<file path="config.mk">
export PLATFORM = sky130hd
export DESIGN_NAME = ocp_hiccup_seq
export DESIGN_NICKNAME = d
export VERILOG_FILES = /design/src/rtl/ocp_hiccup_seq.sv
export SDC_FILE = /design/constraint.sdc
export NUM_CORES = 1
export LEC_CHECK = 0
export ABC_AREA = 0
export BUFFER_PORTS_ARGS = -buffer_cell sky130_fd_sc_hd__buf_4
export CAP_MARGIN = 20
export CORE_MARGIN = 2
export CORE_UTILIZATION = 40
export DETAILED_ROUTE_END_ITERATION = 6
export PLACE_DENSITY = 0.67
export SLEW_MARGIN = 20
export SYNTH_ARGS = -nofsm -noshare
export SYNTH_HDL_FRONTEND = slang
export SYNTH_SLANG_ARGS = --single-unit
</file>
<file path="constraint.sdc">
create_clock -name clk -period 2.5 [get_ports clk]
set_input_delay 0.125 -clock clk [delete_from_list [all_inputs] [get_ports clk]]
set_output_delay 0.125 -clock clk [all_outputs]
set_load 0.005 [all_outputs]
</file>
<file path="src/rtl/ocp_hiccup_seq.sv">
module ocp_hiccup_seq #(
  parameter int PHASES      = 4,
  parameter int WAIT_CYCLES = 2048
) (
  input  logic              clk,
  input  logic              rst_n,
  input  logic              en,
  input  logic              oc_raw,
  input  logic              ss_done,
  output logic [PHASES-1:0] pwm_oe,
  output logic              ss_req,
  output logic [1:0]        state_o,
  output logic [7:0]        fault_cnt
);
  localparam int CW = (WAIT_CYCLES > 2) ? $clog2(WAIT_CYCLES) : 1;
  localparam logic [CW-1:0] LAST = CW'(WAIT_CYCLES - 1);

  localparam logic [1:0] S_IDLE = 2'd0;
  localparam logic [1:0] S_RUN  = 2'd1;
  localparam logic [1:0] S_WAIT = 2'd2;
  localparam logic [1:0] S_SOFT = 2'd3;

  logic          oc_m, oc_q;
  logic [1:0]    state;
  logic [CW-1:0] cnt;
  logic          trip;

  always_ff @(posedge clk or negedge rst_n)
    if (!rst_n) {oc_q, oc_m} <= 2'b00;
    else        {oc_q, oc_m} <= {oc_m, oc_raw};

  assign trip = en && oc_q && (state == S_RUN || state == S_SOFT);

  always_ff @(posedge clk or negedge rst_n) begin
    if (!rst_n) begin
      state <= S_IDLE;
      cnt   <= '0;
    end else if (!en) begin
      state <= S_IDLE;
      cnt   <= '0;
    end else if (trip) begin
      state <= S_WAIT;
      cnt   <= '0;
    end else begin
      case (state)
        S_IDLE: state <= S_SOFT;
        S_SOFT: if (ss_done) state <= S_RUN;
        S_WAIT:
          if (cnt == LAST) begin
            state <= S_SOFT;
            cnt   <= '0;
          end else begin
            cnt <= cnt + 1'b1;
          end
        default: state <= state;
      endcase
    end
  end

  always_ff @(posedge clk or negedge rst_n)
    if (!rst_n)                       fault_cnt <= '0;
    else if (trip && fault_cnt != '1) fault_cnt <= fault_cnt + 1'b1;

  assign pwm_oe  = {PHASES{state == S_RUN || state == S_SOFT}};
  assign ss_req  = (state == S_SOFT);
  assign state_o = state;
endmodule

</file>
# After elaboration in Yosys (flattened, before gate mapping)
# Index checks and enable logic that the tools add are counted.
[op_classes] muxes=9 reduce_logical=6 n_eq_ne=9 n_addsub=2
[op_table] operator="$mux W11" n=4
[op_table] operator="$add A11 B1 Y11 const B" n=1
[op_table] operator="$eq A11 B11 Y1 const B" n=1
[op_table] operator="$add A8 B1 Y8 const B" n=1
[op_table] operator="$mux W2" n=4
[op_table] operator="$ne A8 B8 Y1 const B" n=1
[op_table] operator="$pmux W2 S3" n=1
[op_table] operator="$ne A5 B1 Y1 const B" n=1
[op_table] operator="$eq A2 B2 Y1 const B" n=2
[op_table] operator="$ne A4 B3 Y1 const B" n=1
[op_table] operator="$ne A4 B4 Y1 const B" n=1
[op_table] operator="$logic_and A1 B1 Y1" n=3
[op_table] operator="$ne A3 B1 Y1 const B" n=1
[op_table] operator="$reduce_and A3 Y1" n=1
[op_table] operator="$eq A2 B1 Y1 const B" n=1
[op_table] operator="$logic_not A2 Y1" n=1
[op_table] operator="$logic_or A1 B1 Y1" n=1
[totals] in_bits=5 elab_cells=31 reg_bits=23

# Depth between registers and ports, before layout
[depth] depth_word=5 depth_mapped=5

# Least setup slack after synthesis
# OpenSTA, ideal clock, no wires.
[synth_path] kind="register to register" from="reg fault_cnt[0]" to="reg fault_cnt[1]" path_stages_with_launch=5 arrival_ns=1.382 path_slack_ns=0.993 cell_sequence="dfrtp_1 -> ha_1 -> nand3_1 -> o2111ai_2 -> mux2_2"
[synth_via] elab_chain_cells=2 word_cells_on_any_way=3
[synth_rtl] item="start, declared" line_no="13" rtl="output logic [7:0] fault_cnt"
[synth_rtl] item="start signal, assigned" line_no="62" rtl="else if (trip && fault_cnt != '1) fault_cnt <= fault_cnt + 1'b1;"
[synth_rtl] item="parallel branches: the longest is 2 deep, another holds $add A8 B1 Y8"
# Several ways; the timed one is not identified.
# A chain may end at the register's enable or synchronous reset.

# Worst setup path in the final report
# Same ends and word-level chain as after synthesis.

==> impl_metrics.ini <==
[clock_tree]
clkLatencyLatePin_ps = 310
ctsResizeCount = 0
htreeDepth = 1
clkTransAtPathRegs_ps = 120
root_buffer = clkbuf_4
clockBufferDepth = 2
cts_made_buffers = 3
cts_tree = done
post-cts-setup-buffers = 0
clock_sinks = 23

[worst_setup_path]
end_kind = flip-flop
crit_type = flip-flop to flip-flop
crit_arrival_ps = 1840
path_max_fanout = 8
crit_required_ps = 2700
start_kind = flip-flop

[route]
wirelength_um = 2100
drc_errors = 0
routed-via-count = 875
firstDrtPassIters = 4
wl_per_cell_um = 13.1
drt_iter0_drc = 17
vias_per_cell = 5.43
ant_nets = 0

[synthesis]
synth_top_area_share = 0.513
synth_area_leaders = dfrtp_1 51%, xor2_1 7.0%, nand3_1 5.8%
synth-async-reset-ratio = 1.00
synthesis.area_um2 = 1120
syn_nets = 118
syn_avg_cell_area_um2 = 10.1
yosys.area.top_type = dfrtp_1
yosysUniqueCellTypes = 29
yosysWarnings = 0
synth_edf_count = 0
synth_flop_cell = dfrtp_1
synthCells = 111
seq_area_frac_synth = 0.513
ys_ff_latch = 23

[finish]
layout.nets = 138
area_delta_synth_final_pct = 17.2
multi_input_area_um2 = 500
fill_cells = 270
seq_area_um2 = 576
antenna_cells = 0
drive_gt1_frac = 0.208

[timing]
setup_viol = 0
fin_crit_ps = 1640
slew_headroom = 0.729
finalClockSkew_ps = 0.652
setup_tns_ps = 0
min_period_over_period = 0.656
fmax_mhz = 610
hold_viol = 0
tightestPinTransition_ps = 406
drv_slew = 0
rsz0062_at_grt = false

[global_routing]
grt_pass1_vias = 801
track_usage = 0.146
grt_first_pass_wirelength_um = 3710
grt_start_max_net_pins = 24
grt_overflow_total = 0
antenna_found_initial = 0

[floorplanning]
dieWidth_um = 57.0
start_util = 0.414
dieArea_um2 = 3250
fp-row-count = 19
core-area_um2 = 2710
die_y_um = 57.0
io_pins = 20

[placed_design]
portBuffers = 19
globalplace.congestion = 0.762
hpwl_um = 1520

[pwr]
seqPwrFrac = 0.582
combinationalPowerShare = 0.206
sw_frac_of_total = 0.293
peakVddDrop_mv = 0.427
p_leak_nw = 0.593
pwr-share-clk = 0.212
p_per_area_nw_per_um2 = 609
power_switching_w = 0.000234
p_total_w = 0.000801
intPower_w = 0.000567

[worst_hold_path]
hold_class = primary input to flip-flop

[status]
status = finished, final reports clean

[flow_run]
cap_violations = 0
==> per-layer routing <==
layer | up-vias | global-route usage | share of wire
met2 | 21 | 0.240 | 0.53
met3 | 3 | 0.0204 | 0.026
met5 | - | 0 | 0
li1 | 416 | - | -
met1 | 435 | 0.191 | 0.43
met4 | 0 | 0.0698 | 0.011
==> cells by family after synthesis <==
| logic type | synth area share |
|---|---|
| adders and majority gates | 0.0223 |
| AOI/OAI and AO/OA | 0.0680 |
| xor gates and xnor gates | 0.101 |
| DFF | 0.513 |
| buffers and inverters | 0.0412 |
| muxes | 0.0100 |
| and+or+nand+nor | 0.244 |
==> placed cells by master, fill, tap and decap left out, types with 3 or more instances in the layout <==
cell | netlist | final
nand3_1 | 13 | 13
inv_1 | 3 | 3
dfrtp_1 | 23 | 23
a21oi_1 | 8 | 8
nand2_1 | 9 | 9
nor2_1 | 9 | 9
xnor2_1 | 4 | 4
nor3_1 | 6 | 6
buf_4 | 3 | 19
clkbuf_4 | 0 | 3
xor2_1 | 9 | 9
==> what timing repair did <==
item                       4_1_cts  5_1_grt
hold endpoints to repair        24        0
hold buffers                     2        0
setup endpoints to repair        0        0
==> per-stage QoR <==
stage           util  hold WS [ps]  worst slack, ps  std cells  cell area, µm²
2_1_floorplan      -          -171              993        111            1120
3_3_place_gp   0.468          33.6              876        155            1270
3_5_place_dp   0.468          38.1              871        155            1270
4_1_cts        0.485          57.5              848        161            1320
5_1_grt        0.485          45.4              723        161            1320
6_report       0.485          59.3              861        161            1320
==> flip-flops by register name, indices dropped and copies added (netlist names) <==
name / count
state_o: 2
cnt: 11
fault_cnt: 8
oc_m: 1
oc_q: 1
==> path summary, 6_finish.rpt <==
kind / cells past startpoint / slack, ps / endpoint / from
worst max-delay path: 4 / 860 / fault_cnt[1] / fault_cnt[0]
worst min-delay path: 2 / 60 / state_o[1] / en
worst max register to register: 4 / 860 / fault_cnt[1] / fault_cnt[0]
worst min register to register: 0 / 370 / oc_q / oc_m
max in group asynchronous: 2 / 2030 / cnt[6] / rst_n
min in group asynchronous: 2 / 250 / fault_cnt[1] / rst_n
==> synthesized netlist by cell type, types with 2 or more instances <==
cell type	instances
a21oi_1	8
buf_4	3
clkbuf_1	2
dfrtp_1	23
ha_1	2
inv_1	3
nand2_1	9
nand3_1	13
nand4_1	2
nor2_1	9
nor2b_1	2
nor3_1	6
or3_1	2
xnor2_1	4
xor2_1	9
==> worst max-delay path: stages, from the launching register on <==
cell,delay (ps)
dfrtp_1,430
ha_1,240
nand3_1,110
o2111ai_2,370
mux2_2,390
==> power groups by stage <==
stage | sequential (W) | clock (W) | combinational (W)
floorplan | 0.000466 | 0 | 0.0000808
global placement | 0.000470 | 0 | 0.000162
detailed placement | 0.000474 | 0 | 0.000165
CTS | 0.000467 | 0.000176 | 0.000168
global route | 0.000475 | 0.000192 | 0.000185
finish | 0.000466 | 0.000170 | 0.000165
==> final cells by class <==
cell class | count | area share
sequential | 23 | 0.438
multi-input combinational | 79 | 0.381
timing repair buffer | 21 | 0.124
tap | 31 | 0.0295
clock buffer | 4 | 0.0200
inverter | 3 | 0.00856
Note: power is estimated with default switching activity, not from simulation.
